<file path="src/rtl/wkgen_pkg.sv">
package wkgen_pkg;
  localparam int WORD_W      = 32;
  localparam int WORD_SHIFT  = 5;   // 32 lines per enable word
  localparam int CPU_SHIFT   = 10;  // 0x400 byte stride between CPU banks
  localparam int BANK_FIELD  = CPU_SHIFT - 2;

  function automatic int lines_for(input int banks);
    return banks * WORD_W;
  endfunction
endpackage

</file>
<file path="src/rtl/wkgen_regfile.sv">
module wkgen_regfile
  import wkgen_pkg::*;
#(
  parameter int NUM_CPUS  = 2,
  parameter int NUM_BANKS = 5,
  parameter int ADDR_W    = 12
) (
  input  logic                                       clk,
  input  logic                                       rst,
  input  logic                                       bus_wr,
  input  logic                                       bus_rd,
  input  logic [ADDR_W-1:0]                          bus_addr,
  input  logic [WORD_W-1:0]                          bus_wdata,
  output logic [WORD_W-1:0]                          bus_rdata,
  output logic [NUM_CPUS-1:0][lines_for(NUM_BANKS)-1:0] enables,
  output logic                                       mode_indep
);
  localparam int NUM_LINES = lines_for(NUM_BANKS);
  localparam int CPU_W     = ADDR_W - CPU_SHIFT;

  logic [NUM_CPUS-1:0][NUM_LINES-1:0] en_q;
  logic                               mode_q;
  logic [WORD_W-1:0]                  rdata_q;
  logic [WORD_W-1:0]                  rd_word;
  logic [CPU_W-1:0]                   cpu_f;
  logic [BANK_FIELD-1:0]              bank_f;
  logic                               hit_bank;
  logic                               hit_mode;

  assign cpu_f    = bus_addr[ADDR_W-1:CPU_SHIFT];
  assign bank_f   = bus_addr[CPU_SHIFT-1:2];
  assign hit_bank = (32'(cpu_f) < NUM_CPUS) && (32'(bank_f) < NUM_BANKS);
  assign hit_mode = (32'(cpu_f) == NUM_CPUS) && (bank_f == '0);

  always_comb begin
    rd_word = '0;
    for (int c = 0; c < NUM_CPUS; c++) begin
      for (int b = 0; b < NUM_BANKS; b++) begin
        if (hit_bank && 32'(cpu_f) == c && 32'(bank_f) == b)
          rd_word = en_q[c][b*WORD_W +: WORD_W];
      end
    end
    if (hit_mode) rd_word = {{(WORD_W-1){1'b0}}, mode_q};
  end

  always_ff @(posedge clk) begin
    if (rst) begin
      en_q   <= '0;
      mode_q <= 1'b0;
    end else if (bus_wr) begin
      for (int c = 0; c < NUM_CPUS; c++) begin
        for (int b = 0; b < NUM_BANKS; b++) begin
          if (hit_bank && 32'(cpu_f) == c && 32'(bank_f) == b)
            en_q[c][b*WORD_W +: WORD_W] <= bus_wdata;
        end
      end
      if (hit_mode) mode_q <= bus_wdata[0];
    end
  end

  always_ff @(posedge clk) begin
    if (rst) rdata_q <= '0;
    else     rdata_q <= bus_rd ? rd_word : '0;
  end

  assign bus_rdata  = rdata_q;
  assign enables    = en_q;
  assign mode_indep = mode_q;

  // writes that decode to nothing leave all storage untouched
  p_oob_write_ignored_r3: assert property (@(posedge clk) disable iff (rst)
    (bus_wr && !hit_bank && !hit_mode) |=> ($stable(en_q) && $stable(mode_q)));

  // read data is zero whenever no read was requested
  p_rdata_idle_zero_r2: assert property (@(posedge clk) disable iff (rst)
    !bus_rd |=> (bus_rdata == '0));

  // unmapped reads return zero
  p_oob_read_zero_r3: assert property (@(posedge clk) disable iff (rst)
    (bus_rd && !hit_bank && !hit_mode) |=> (bus_rdata == '0));
endmodule

</file>
<file path="src/rtl/wkgen_polarity.sv">
module wkgen_polarity #(
  parameter int NUM_LINES = 160,
  parameter int INV_A     = 7,
  parameter int INV_B     = 119
) (
  input  logic                 clk,
  input  logic                 rst,
  input  logic [NUM_LINES-1:0] irq_in,
  output logic [NUM_LINES-1:0] norm,
  output logic [NUM_LINES-1:0] irq_out
);
  localparam logic [NUM_LINES-1:0] INV_MASK =
    (NUM_LINES'(1) << INV_A) | (NUM_LINES'(1) << INV_B);

  logic [NUM_LINES-1:0] out_q;

  assign norm = irq_in ^ INV_MASK;

  always_ff @(posedge clk) begin
    if (rst) out_q <= '0;
    else     out_q <= norm;
  end

  assign irq_out = out_q;

  // the active-low lines arrive inverted one cycle later
  p_inv_line_a_r5: assert property (@(posedge clk) disable iff (rst)
    1'b1 |=> (irq_out[INV_A] == !$past(irq_in[INV_A])));
  p_inv_line_b_r5: assert property (@(posedge clk) disable iff (rst)
    1'b1 |=> (irq_out[INV_B] == !$past(irq_in[INV_B])));

  // an ordinary line passes with the same polarity
  p_pass_line_r4: assert property (@(posedge clk) disable iff (rst)
    1'b1 |=> (irq_out[0] == $past(irq_in[0])));
endmodule

</file>
<file path="src/rtl/wkgen_wake.sv">
module wkgen_wake #(
  parameter int NUM_CPUS  = 2,
  parameter int NUM_LINES = 160
) (
  input  logic                               clk,
  input  logic                               rst,
  input  logic [NUM_LINES-1:0]               norm,
  input  logic [NUM_CPUS-1:0][NUM_LINES-1:0] enables,
  input  logic [NUM_CPUS-1:0]                cpu_sleep,
  input  logic                               mode_indep,
  output logic [NUM_CPUS-1:0]                wake_req
);
  logic [NUM_CPUS-1:0] req;
  logic [NUM_CPUS-1:0] wake_q;

  for (genvar c = 0; c < NUM_CPUS; c++) begin : g_cpu
    assign req[c] = cpu_sleep[c] & (|(norm & enables[c]));

    // an awake CPU in independent mode never gets a request
    p_awake_quiet_r7: assert property (@(posedge clk) disable iff (rst)
      (mode_indep && !cpu_sleep[c]) |=> !wake_req[c]);
  end

  always_ff @(posedge clk) begin
    if (rst)             wake_q <= '0;
    else if (mode_indep) wake_q <= req;
    else                 wake_q <= {NUM_CPUS{|req}};
  end

  assign wake_req = wake_q;

  // in joint mode the outputs are all set or all clear
  p_joint_uniform_r8: assert property (@(posedge clk) disable iff (rst)
    !mode_indep |=> ($countones(wake_req) == 0 || $countones(wake_req) == NUM_CPUS));

  // with every enable clear there is no request
  p_masked_quiet_r6: assert property (@(posedge clk) disable iff (rst)
    (enables == '0) |=> (wake_req == '0));

  // with no CPU asleep there is no request
  p_nosleep_quiet_r6: assert property (@(posedge clk) disable iff (rst)
    (cpu_sleep == '0) |=> (wake_req == '0));
endmodule

</file>
<file path="src/rtl/wkgen_top.sv">
module wkgen_top
  import wkgen_pkg::*;
#(
  parameter int NUM_CPUS  = 2,
  parameter int NUM_BANKS = 5,
  parameter int ADDR_W    = 12,
  parameter int INV_A     = 7,
  parameter int INV_B     = 119
) (
  input  logic                              clk,
  input  logic                              rst,
  input  logic [lines_for(NUM_BANKS)-1:0]   irq_in,
  output logic [lines_for(NUM_BANKS)-1:0]   irq_out,
  input  logic [NUM_CPUS-1:0]               cpu_sleep,
  output logic [NUM_CPUS-1:0]               wake_req,
  input  logic                              bus_wr,
  input  logic                              bus_rd,
  input  logic [ADDR_W-1:0]                 bus_addr,
  input  logic [WORD_W-1:0]                 bus_wdata,
  output logic [WORD_W-1:0]                 bus_rdata
);
  localparam int NUM_LINES = lines_for(NUM_BANKS);

  logic [NUM_CPUS-1:0][NUM_LINES-1:0] enables;
  logic                               mode_indep;
  logic [NUM_LINES-1:0]               norm;

  wkgen_regfile #(
    .NUM_CPUS (NUM_CPUS),
    .NUM_BANKS(NUM_BANKS),
    .ADDR_W   (ADDR_W)
  ) u_regs (
    .clk       (clk),
    .rst       (rst),
    .bus_wr    (bus_wr),
    .bus_rd    (bus_rd),
    .bus_addr  (bus_addr),
    .bus_wdata (bus_wdata),
    .bus_rdata (bus_rdata),
    .enables   (enables),
    .mode_indep(mode_indep)
  );

  wkgen_polarity #(
    .NUM_LINES(NUM_LINES),
    .INV_A    (INV_A),
    .INV_B    (INV_B)
  ) u_pol (
    .clk    (clk),
    .rst    (rst),
    .irq_in (irq_in),
    .norm   (norm),
    .irq_out(irq_out)
  );

  wkgen_wake #(
    .NUM_CPUS (NUM_CPUS),
    .NUM_LINES(NUM_LINES)
  ) u_wake (
    .clk       (clk),
    .rst       (rst),
    .norm      (norm),
    .enables   (enables),
    .cpu_sleep (cpu_sleep),
    .mode_indep(mode_indep),
    .wake_req  (wake_req)
  );
endmodule

</file>
<file path="config.mk">
export PLATFORM = sky130hd
export DESIGN_NAME = wkgen_top
export DESIGN_NICKNAME = d
export VERILOG_FILES = /design/src/rtl/wkgen_pkg.sv /design/src/rtl/wkgen_regfile.sv /design/src/rtl/wkgen_polarity.sv /design/src/rtl/wkgen_wake.sv /design/src/rtl/wkgen_top.sv
export SDC_FILE = /design/constraint.sdc
export NUM_CORES = 1
export LEC_CHECK = 0
export ABC_AREA = 1
export ABC_CLOCK_PERIOD_IN_PS = 2200
export BUFFER_PORTS_ARGS = -buffer_cell sky130_fd_sc_hd__buf_2
export CORE_MARGIN = 4
export CORE_UTILIZATION = 28
export CTS_CLUSTER_DIAMETER = 30
export DETAILED_ROUTE_END_ITERATION = 8
export GPL_ROUTABILITY_DRIVEN = 0
export GPL_TIMING_DRIVEN = 0
export PLACE_DENSITY = 0.54
export SLEW_MARGIN = 20
export SYNTH_ARGS = -nofsm -noshare
export SYNTH_HDL_FRONTEND = slang
export SYNTH_HIERARCHICAL = 1
export SYNTH_SLANG_ARGS = --single-unit
</file>
<file path="constraint.sdc">
create_clock -name clk -period 2.2 [get_ports clk]
set_clock_uncertainty 0.05 [all_clocks]
set_input_delay 0.22 -clock clk [delete_from_list [all_inputs] [get_ports clk]]
set_output_delay 0.22 -clock clk [all_outputs]
set_load 0.1 [all_outputs]
</file>
## Yosys cells after proc, flatten, opt, wreduce, memory -nomap -nowiden

Index checks and enable logic that the tools add are counted.
Widths: inputs -> output; s select.

| operators by class | value |
|---|---|
| $lt $le $gt $ge | 2 |
| eq/ne operators | 6 |
| muxes and demuxes | 12 |
| bitwise operators | 6 |
| reduce and logical (&&, ||, !) cells | 32 |

Operators with widths:

| kind | number |
|---|---|
| $and 160x160->160 | 2 |
| $mux 32 | 10 |
| $reduce_or 160->1 | 2 |
| $reduce_and 2->1 | 11 |
| $eq 8x2->1 const B | 2 |
| $logic_and 1x1->1 | 14 |
| $eq 8x1->1 const B | 1 |
| $eq 8x3->1 const B | 1 |
| $logic_not 8->1 | 1 |
| $lt 8x3->1 const B | 1 |
| $reduce_or 2->1 | 2 |
| $reduce_or 3->1 | 1 |
| $and 1x1->1 | 2 |
| $eq 2x1->1 const B | 1 |
| $eq 2x2->1 const B | 1 |
| $logic_not 2->1 | 1 |
| $lt 2x2->1 const B | 1 |
| $mux 2 | 1 |
| $not 2->2 | 1 |
| $mux 1 | 1 |
| $not 1->1 | 1 |

| storage, ports and cells | value |
|---|---|
| register bits | 515 |
| input bits | 210 |
| output and inout port bits | 194 |
| logic and storage cells | 73 |

## Depth between registers and ports, before layout

Gate-level depths: netlist (run 1).

| logic depth | value |
|---|---|
| word-level depth | 15 |
| mapped depth | 21 |
| gate-level depth less buffers | 20 |

## Cells and area by module

Netlist (run 1), hierarchy kept.

Modules (own cells, without submodules):

| module | times used | cells an instance | area an instance (sq um) | sequential area each (sq um) |
|---|---|---|---|---|
| wkgen_regfile | 1 | 2308 | 16011.6 | 7066.8 |
| wkgen_polarity | 1 | 656 | 5749.3 | 3203.1 |
| wkgen_wake | 1 | 639 | 2456.1 | 40.0 |

## Worst setup path before layout (run 1)

No wires, ideal clock.

| timing path | value |
|---|---|
| path kind | in2reg |
| start point | in bus_addr[7] |
| end point | reg u_regs.rdata_q[19], in the netlist u_regs/bus_rdata[19] |
| setup time | 0.119 ns |
| arrival | 1.751 ns |
| setup slack | 0.279 ns |
| cell stages on the path | 16 |
| buffers on the path | 2 |
| cell sequence | nor2_2 -> nand2_2 -> nor2_1 -> buf_2 -> buf_2 -> nor3_1 -> nor2_1 -> o21bai_1 -> nand2_1 -> nand2_1 -> nand2_1 -> nand2_1 -> nand2_1 -> nand2_1 -> nand2_1 -> a21oi_1 |

| between the ends | value |
|---|---|
| cells in the longest elaborated chain, start to end | 14 |

Ends and longest elaborated chain:

| what | line | text |
|---|---|---|
| start: declaration | wkgen_top.sv:18 | `input logic [ADDR_W-1:0] bus_addr,` |
| $lt 8x3->1 | wkgen_regfile.sv:32 | `assign hit_bank = (32'(cpu_f) < NUM_CPUS) && (32'(bank_f) < NUM_BANKS);` |
| $logic_and 1x1->1 | wkgen_regfile.sv:32 |  |
| $logic_and 1x1->1 (2 in a row) | wkgen_regfile.sv:39 | `if (hit_bank && 32'(cpu_f) == c && 32'(bank_f) == b)` |
| $mux 32 (10 in a row) | wkgen_regfile.sv:39 |  |
| end signal: assignment | wkgen_regfile.sv:63 | `else rdata_q <= bus_rd ? rd_word : '0;` |
| end: declaration | wkgen_regfile.sv:23 | `logic [WORD_W-1:0] rdata_q;` |

Parallel ways exist; a longest one is shown, timed or not.
A chain may end at the register's enable or synchronous reset.

## Final worst setup path (run 1)

| timing path | value |
|---|---|
| start point | in bus_addr[9] |
| end point | reg u_regs.rdata_q[9], in the netlist u_regs/bus_rdata[9] |

The elaborated chain is that of the path after synthesis.

==> out/results.ini, run 1 <==
[cts]
root_buffer=clkbuf_16
clkSlewWorstSetupHoldPaths_ns=0.05
clk_latency_ns=0.74
cts_sinks=515
numCtsBuffers=141
htreeDepth=4
cts_tree=yes
cts_buffer_depth=3

[final_layout]
area_growth_pct=42.4
antenna_cells=0
fin_nets=4511
drive_above_1_share=0.199
final.fill_count=8951

[grt]
track_usage=0.233
grt_overflow=0
busiest_layer=met2
grt_pass1_wl_um=156000
use_met2=0.380
met3_usage=0.0558
grt_pass1_vias=24219
grt_use_met1=0.297
grt_antenna_before_repair=5
grt_max_degree=17

[sta]
rsz0062_at_grt=true
final.period_utilization=1.01
drv_slew=0
final.min_clock_period_ns=2.22
finalSetupViolCount=2
timing.fmax_mhz=451
finalHoldViolCount=0
relSlewSlack=0.233
tightest_slew_ns=1.15
worst_slack_ns=-0.0172
timing.hold.ws_ns=0.0311

[drt]
ant_nets=0
drt-initial-drc-count=2284
remaining_drc_errors=0
firstDrtPassIters=6
post_drt_via_cell_ratio=4.58
drt-total-wl_um=109000
num_vias=25422
routedWlPerCell_um=19.7

[critical_path]
crit_top_cell=nand2_1
critPathKind=in2reg
critical_path.top_delay_family=simple AND/OR/NAND/NOR gates
required_ns=2.78
critPathMaxFanout=10
start_kind=input port
cpMaxStageDelayCell=clkbuf_2
crit_path_max_incr_delay_ns=0.28
path_buf_inv=3
cp.arrival_ns=2.79
cp_cell_sequence=buf_2 > nor2_4 > nand2_4 > inv_2 > nand3_4 > nor2_8 > nand2_2 > clkbuf_2 > o21ai_0 > nor2_1 > o21bai_1 > nand2_1 > nand2_1 > nand2_1 > nand2_1 > nand2_1 > nand2_1 > nand2_1 > a21oi_1
end_kind=flop

[synthesis]
netlist_instances=3603
ys_seq_elements=515
yosysUniqueCellTypes=33
avgSynthCellArea_sq_um=6.72
ys_warn_count=6
syn_nets=3813
ys_seq_area_frac=0.426
mappedNetlistArea_sq_um=24200

[floorplanning]
dieArea_sq_um=91300
die_width_um=302
fp-row-count=107
core_area_sq_um=85500
die_h_um=302
initial_utilization=0.283
ios=404

[placed_design]
dp_hpwl_um=85800
portBuffers=369

[power]
vdd_ir_drop_max_mv=0.858
p_leak_nw=15.7
finalPower_mw=33.5
power_density_nw_per_um2=970

[run_status]
violations=negative setup slack
status=finished, violations left

[flow_run]
maxCapViolations=0

[hold_path]
hold_path_class=in2reg

worst paths after layout:
kind                            slack (ns)           startpoint  cells past startpoint             endpoint
worst min-delay path                  0.03        bus_wdata[22]                      3  u_regs/enables[310]
worst max register to register        0.08  u_regs/enables[114]                     10   u_wake/wake_req[0]
worst max-delay path                 -0.02          bus_addr[9]                     19  u_regs/bus_rdata[9]
worst min register to register        0.42  u_regs/enables[246]                      2  u_regs/enables[246]
per-layer routing:
metal,share of wire,vias up
met5,0.00012,-
met2,0.46,1215
met4,0.035,2
li1,-,12465
met3,0.091,214
met1,0.42,11526
cell usage in the layout, fill, tap and decap left out, types with 9 or more instances in the layout:
cell,Yosys,final
o21bai_1,16,16
nor3_1,11,10
dlygate4sd3_1,0,184
inv_2,9,9
nand2_2,10,10
o21ai_1,48,42
a211oi_1,214,214
clkbuf_16,0,142
nand2_1,1012,1011
nor3_2,8,9
a21oi_1,139,130
o21ai_0,131,130
nand3_1,103,102
nor2_1,512,506
clkinv_2,0,27
nor2_2,7,9
clkinvlp_4,0,9
buf_6,11,11
clkbuf_1,136,141
bufinv_16,0,18
inv_1,478,478
buf_2,27,392
clkbuf_2,0,12
clkbuf_8,0,17
buf_1,37,37
buf_4,159,163
dfxtp_1,515,515
tightest hold or removal path, stage by stage:
cell and delay, ns:
buf_1 0.31, nand2_1 0.16, a21oi_1 0.06
flip-flops by register name, summed over array words and instances (netlist names):
name,cells
u_regs/enables,320
u_regs/mode_indep,1
u_regs/bus_rdata,32
u_pol/irq_out,160
u_wake/wake_req,2
where the power goes:
group / switching [mW] / internal [mW]
clock network: 6.55 / 14.5
registers: 0.0340 / 9.53
logic: 2.09 / 0.729
total: 8.68 / 24.8
repair_timing:
item,in CTS,in global routing
setup endpoints to repair,174,140
pin swaps,0,2
endpoints found under the hold margin,244,0
setup buffers,0,2
hold buffers,184,0
resized for setup,18,50
kinds of logic (layout without fill, tap and decap cells):
family	after synthesis	in the layout	synth area share
flip-flops	515	515	0.426
AO/OA/AOI/OAI	555	555	0.139
buffers and inverters	859	1665	0.163
AND/OR/NAND/NOR	1674	1674	0.272
through the flow:
step | TNS (ns) | instances | worst slack, ns | util | cell area, sq um
after floorplan | 0 | 3603 | 0.279 | - | 24200
after global placement | -284.11 | 5116 | -1.29 | 0.321 | 27500
after detailed placement | -286.75 | 5116 | -1.31 | 0.321 | 27500
after CTS | 0 | 5551 | 0.00482 | 0.402 | 34400
after global routing | -0.117 | 5553 | -0.0348 | 0.403 | 34500
final | -0.0316 | 5553 | -0.0172 | 0.403 | 34500
layout make-up:
type,count,area (sq um),area share
Sequential cell,515,10300,0.299
Multi-Input combinational cell,2229,10100,0.293
Clock buffer,178,3860,0.112
Timing Repair Buffer,555,3700,0.107
Buffer,370,2130,0.0619
Inverter,489,1840,0.0532
Tap cell,1144,1430,0.0415
Clock inverter,73,1110,0.0321
synthesized netlist by cell type (all sizes together):
cell / count / area, sq um
o2111ai: 3 / 26.3
nand3b: 2 / 15.0
a21boi: 2 / 15.0
o21bai: 16 / 120
nor3: 20 / 151
a21oi: 139 / 696
nor4: 2 / 18.8
o22ai: 1 / 6.26
a211oi: 214 / 1610
o21ai: 179 / 896
nand2: 1022 / 3860
nor2: 521 / 2000
dfxtp: 515 / 10300
nand4: 3 / 18.8
clkbuf: 136 / 510
a221oi: 1 / 8.76
nand3: 104 / 533
inv: 487 / 1830
clkinv: 2 / 7.51
buf: 234 / 1590
Note: power is estimated with default switching activity, not from simulation.
==> run 2, diff against run 1 <==
--- a/config.mk
+++ b/config.mk
@@ -8,7 +8,7 @@
 export ABC_AREA = 1
 export ABC_CLOCK_PERIOD_IN_PS = 2200
 export BUFFER_PORTS_ARGS = -buffer_cell sky130_fd_sc_hd__buf_2
-export CORE_MARGIN = 4
+export CORE_MARGIN = 3
 export CORE_UTILIZATION = 28
 export CTS_CLUSTER_DIAMETER = 30
 export DETAILED_ROUTE_END_ITERATION = 8
==> out/results.ini, run 2 (same netlist as run 1, synthesis figures left out) <==
[run_status]
status=finished, violations left
violations=design-rule violations, negative setup slack

[floorplanning]
dieArea_sq_um=90100  ; -1.3%
die_width_um=300  ; -0.66%
core_area_sq_um=85400  ; -0.16%
initial_utilization=0.284  ; +0.000444
fp-row-count=107  ; unchanged
ios=404  ; unchanged
die_h_um=300  ; -0.66%

[placed_design]
portBuffers=369  ; unchanged
dp_hpwl_um=85000  ; -0.93%
place_ws_ns=-1.21  ; +0.101 ns
place_inst=5116  ; unchanged

[drt]
post_drt_via_cell_ratio=4.57  ; -0.13%
routedWlPerCell_um=19.6  ; -0.37%
ant_nets=0  ; unchanged
remaining_drc_errors=3  ; +3
drt-initial-drc-count=2445  ; +7.0%
drt-total-wl_um=109000  ; -0.53%
num_vias=25347  ; -0.30%
firstDrtPassIters=9  ; +3

[sta]
finalHoldViolCount=0  ; unchanged
setup_tns_ns=-1.21  ; -1.18 ns
drv_slew=0  ; unchanged
final.min_clock_period_ns=2.30  ; +0.0856 ns
timing.fmax_mhz=434  ; -3.7%
rsz0062_at_grt=true
finalSetupViolCount=26  ; +24
final.period_utilization=1.05  ; +0.0389
tightest_slew_ns=1.13  ; -0.0210 ns
worst_slack_ns=-0.103  ; -0.0856 ns
relSlewSlack=0.247  ; +0.0140

[final_layout]
drive_above_1_share=0.199  ; -0.000320
fin_util=0.401  ; -0.00234
largest_register_ffs=320  ; unchanged
final_cell_mix=nand2_1 (1011), dfxtp_1 (515), nor2_1 (506)
final_cells=5544  ; -0.16%
fin_nets=4503  ; -0.18%
area_growth_pct=41.4
final_common_cell=nand2_1

[power]
p_leak_nw=15.6  ; -0.45%
vdd_ir_drop_max_mv=0.894  ; +4.3%
finalPower_mw=32.6  ; -2.5%
power_density_nw_per_um2=953  ; -1.8%

[flow_run]
maxCapViolations=0  ; unchanged

[critical_path]
end_kind=flop
critPathMaxFanout=10  ; unchanged
cpMaxStageDelayCell=nor4_2
required_ns=2.74  ; -0.04 ns
crit_path_max_incr_delay_ns=0.66  ; +0.38 ns
cp_cell_sequence=buf_2 > nor2_4 > nand2_4 > nor4_2 > inv_1 > nor2_1 > nand2_1 > clkbuf_1 > a211oi_1
critPathKind=in2reg
cp.arrival_ns=2.85  ; +0.06 ns
critical_path.top_delay_family=simple AND/OR/NAND/NOR gates
path_buf_inv=3  ; unchanged
start_kind=input port

[hold_path]
hold_path_class=in2reg

[cts]
cts_sinks=515  ; unchanged
clk_latency_ns=0.72  ; -0.02 ns
cts_buffer_depth=3  ; unchanged
root_buffer=clkbuf_16
cts_tree=yes
clkSlewWorstSetupHoldPaths_ns=0.04  ; about the same
numCtsBuffers=139  ; -1.4%
htreeDepth=4  ; unchanged

[grt]
grt_pass1_vias=24368  ; +0.62%
grt_overflow=0  ; unchanged
grt_max_degree=17  ; unchanged
grt_antenna_before_repair=8  ; +3
track_usage=0.235  ; +0.00212
grt_pass1_wl_um=157000  ; about the same

-- run 2: changes by cell type in the layout (fill, tap and decap cells not counted), moves of 3 or more --
cell	delta
clkbuf_8	+16
clkbuf_1	-7
clkinv_16	-6
bufinv_16	-7
clkinvlp_4	-5
clkinv_8	+3
diode_2	+4
dlygate4sd3_1	-6
-- run 2: what timing repair did --
action	in CTS	in global routing
hold buffers	178	0
pin swaps	0	1
resized for setup	12	63
endpoints found under the hold margin	213	0
buffers inserted	0	2
endpoints found under the setup margin	127	160
-- run 2: through the flow --
step           area, sq um  hold WS [ns]
2_1_floorplan        24200         0.237
5_1_grt              34200        0.0424
4_1_cts              34100       0.00112
3_5_place_dp         27500         0.369
6_report             34200        0.0711
3_3_place_gp         27500         0.363
-- run 2: per-layer routing --
layer / vias to the layer above / global-route usage / share of wire
met5: - / 0 / 0
met4: 0 / 0.0901 / 0.033
met3: 195 / 0.0485 / 0.084
met2: 1152 / 0.381 / 0.46
met1: 11544 / 0.306 / 0.43
li1: 12456 / - / -
-- run 2: cell type report --
type	count	area, sq um
Antenna cell	4	10.0
Clock buffer	189	4080
Fill cell	8911	51200
Sequential cell	515	10300
Multi-Input combinational cell	2229	10100
Buffer	370	2150
Inverter	489	1840
Tap cell	1144	1430
Timing Repair Buffer	549	3640
Clock inverter	55	694
-- run 2: worst paths after layout --
| path | end | slack, ns | cells after the start | startpoint |
|---|---|---|---|---|
| worst max-delay path | u_regs/enables[101] | -0.10 | 9 | bus_addr[7] |
| worst min-delay path | u_regs/enables[315] | 0.07 | 3 | bus_wdata[27] |
| worst max register to register | u_wake/wake_req[0] | 0.17 | 10 | u_regs/enables[125] |
| worst min register to register | u_regs/enables[245] | 0.42 | 2 | u_regs/enables[245] |
-- run 2: where the power goes --
group	total, mW	internal, mW	switching (mW)
logic	2.81	0.722	2.09
registers	9.56	9.53	0.0348
clock network	20.3	14.1	6.13
total	32.6	24.4	8.26
-- run 2: worst min-delay path, cell delays in order --
cell,delay (ns)
buf_1,0.32
nand2_1,0.17
a21oi_1,0.07
==> run 3, diff against run 2 <==
--- a/config.mk
+++ b/config.mk
@@ -9,12 +9,12 @@
 export ABC_CLOCK_PERIOD_IN_PS = 2200
 export BUFFER_PORTS_ARGS = -buffer_cell sky130_fd_sc_hd__buf_2
 export CORE_MARGIN = 3
-export CORE_UTILIZATION = 28
+export CORE_UTILIZATION = 25
 export CTS_CLUSTER_DIAMETER = 30
 export DETAILED_ROUTE_END_ITERATION = 8
 export GPL_ROUTABILITY_DRIVEN = 0
 export GPL_TIMING_DRIVEN = 0
-export PLACE_DENSITY = 0.54
+export PLACE_DENSITY = 0.51
 export SLEW_MARGIN = 20
 export SYNTH_ARGS = -nofsm -noshare
 export SYNTH_HDL_FRONTEND = slang
==> constraint.sdc (replaced) <==
create_clock -name clk -period 2.2 [get_ports clk]
set_clock_uncertainty 0.05 [all_clocks]
set_input_delay 0.44 -clock clk [delete_from_list [all_inputs] [get_ports clk]]
set_output_delay 0.44 -clock clk [all_outputs]
set_load 0.1 [all_outputs]
==> out/results.ini, run 3 (same netlist as run 1, synthesis figures left out) <==
[run_status]
status=finished, violations left
violations=negative setup slack

[hold_path]
holdPathEnd=u_regs/mode_indep
min-delay-start=bus_addr[10]
hold_path_class=in2reg
hold_depth=4  ; +1

[drt]
firstDrtPassIters=6  ; -3
routedWlPerCell_um=19.6  ; about the same
num_vias=25314  ; -0.13%
post_drt_via_cell_ratio=4.44  ; -2.8%
ant_nets=0  ; unchanged
remaining_drc_errors=0  ; -3
drt-initial-drc-count=2013  ; -18%
drt-total-wl_um=112000  ; +2.7%

[critical_path]
cpMaxStageDelayCell=buf_1
cp_cell_sequence=buf_2 > nor2_4 > nand2_4 > buf_12 > nor2_4 > inv_1 > nor2_1 > inv_1 > buf_1 > o21ai_0 > inv_1 > nand2_1 > a21oi_2
critPathKind=in2reg
end_kind=flop
worst-r2r-cell-count=10  ; unchanged
start_kind=input port
critPathMaxFanout=10  ; unchanged
rrSetupSlack_ns=0.16  ; about the same
required_ns=2.75  ; about the same
crit_top_cell=inv_1
crit_path_max_incr_delay_ns=0.34  ; -0.32 ns
r2r_end=u_wake/wake_req[0]
cp.arrival_ns=2.83  ; -0.02 ns
r2r_start=u_regs/enables[114]

[final_layout]
final_common_cell=nand2_1
drive_above_1_share=0.216  ; +0.0172
final_cells=5695  ; +2.7%
final_area_sq_um=35300  ; +3.1%
largest_register_ffs=320  ; unchanged
fin_nets=4512  ; +0.20%
area_growth_pct=45.8
final_cell_mix=nand2_1 (1001), dfxtp_1 (515), nor2_1 (499)
final.fill_count=10197  ; +14%

[cts]
root_buffer=clkbuf_16
cts_buffer_depth=3  ; unchanged
numCtsBuffers=150  ; +7.9%
cts_sinks=515  ; unchanged
clkSlewWorstSetupHoldPaths_ns=0.04  ; about the same
clk_latency_ns=0.73  ; about the same
htreeDepth=4  ; unchanged
cts_tree=yes

[sta]
final.min_clock_period_ns=2.28  ; -0.0256 ns
timing.hold.ws_ns=0.136  ; +0.0646 ns
finalHoldViolCount=0  ; unchanged
timing.fmax_mhz=439  ; +1.1%
worst_slack_ns=-0.0772  ; +0.0256 ns
final.period_utilization=1.04  ; -0.0116
relSlewSlack=0.336  ; +0.0889
drv_slew=0  ; unchanged
tightest_slew_ns=0.996  ; -0.133 ns
rsz0062_at_grt=true
finalSetupViolCount=7  ; -73%
setup_tns_ns=-0.218  ; +0.993 ns

[floorplanning]
fp-row-count=113  ; +5.6%
die_h_um=317  ; +5.7%
initial_utilization=0.253  ; -0.0301
die_width_um=317  ; +5.7%
ios=404  ; unchanged
dieArea_sq_um=101000  ; +12%
core_area_sq_um=95600  ; +12%

[power]
p_sw_frac=0.247  ; -0.00598
vdd_ir_drop_max_mv=0.680  ; -24%
p_sw_mw=8.71  ; +5.5%
power_density_nw_per_um2=999  ; +4.8%
p_int_mw=26.5  ; +8.9%
p_leak_nw=16.1  ; +2.8%
pwr-share-clk=0.649  ; +0.028
pwr-share-comb=0.080  ; -0.006
seqPwrFrac=0.271  ; -0.022

[placed_design]
portBuffers=369  ; unchanged
place_inst=5237  ; +2.4%
place_ws_ns=-1.85  ; -0.641 ns
dp_hpwl_um=88000  ; +3.5%
postPlaceCellArea_sq_um=27600  ; +0.55%

[grt]
grt_antenna_before_repair=13  ; +5
track_usage=0.216  ; -0.0183
grt_pass1_vias=24318  ; -0.21%
grt_pass1_wl_um=158000  ; +1.2%
grt_overflow=0  ; unchanged
grt_max_degree=20  ; +3

[flow_run]
maxCapViolations=0  ; unchanged

==> run 3: power groups by stage <==
| stage | Combinational, mW | Sequential [mW] | Clock, mW |
|---|---|---|---|
| 3_3_place_gp | 2.56 | 9.72 | 0 |
| 5_1_grt | 2.94 | 9.57 | 23.8 |
| 4_1_cts | 2.81 | 9.56 | 23.2 |
| 6_report | 2.81 | 9.56 | 22.9 |
| 3_5_place_dp | 2.56 | 9.72 | 0 |
| 2_1_floorplan | 0.606 | 10.9 | 0 |
==> run 3: final cells by class <==
cell class	instances	area (sq um)	area share
Timing Repair Buffer	548	3630	0.103
Multi-Input combinational cell	2229	10300	0.292
Antenna cell	10	25.0	0.000709
Tap cell	1265	1580	0.0448
Inverter	489	1840	0.0522
Clock inverter	66	1090	0.0308
Sequential cell	515	10300	0.292
Buffer	369	2200	0.0624
Clock buffer	204	4320	0.122
==> run 3: metal layers <==
layer,vias up,track usage,part of all wire
li1,12503,-,-
met1,11472,0.275,0.42
met2,1103,0.351,0.46
met3,232,0.0497,0.085
met4,4,0.0921,0.039
met5,-,0,0.00015
==> run 3: critical path: cells and delay by family <==
family                 cells  cell delay, ns
AO/OA/AOI/OAI              2            0.34
AND/OR/NAND/NOR            5            1.05
buffers and inverters      6            0.99
==> run 3: worst max path at each step <==
stage / startpoint / end / slack [ns] / depth (start not counted)
final: bus_addr[7] / u_regs/bus_rdata[29] / -0.08 / 13
after global routing: bus_addr[9] / u_regs/bus_rdata[15] / -0.08 / 19
after CTS: bus_addr[2] / u_regs/bus_rdata[30] / 0.002 / 18
after detailed placement: bus_addr[7] / u_regs/enables[296] / -1.85 / 10
after global placement: bus_addr[7] / u_regs/enables[294] / -1.77 / 10
after floorplan: bus_addr[7] / u_regs/bus_rdata[19] / 0.06 / 16
==> run 3: metrics by stage <==
stage          utilization  total power [mW]
3_3_place_gp         0.289              12.3
5_1_grt              0.369              36.3
4_1_cts              0.364              35.6
6_report             0.369              35.3
2_1_floorplan            -              11.5
3_5_place_dp         0.289              12.3
==> run 3: timing repair <==
item                                   in CTS  in global routing
pin swaps                                   4                 19
endpoints found under the hold margin     163                  0
hold buffers                              164                  0
buffers inserted                            4                 11
gates resized for setup                    35                144
setup endpoints to repair                 253                173
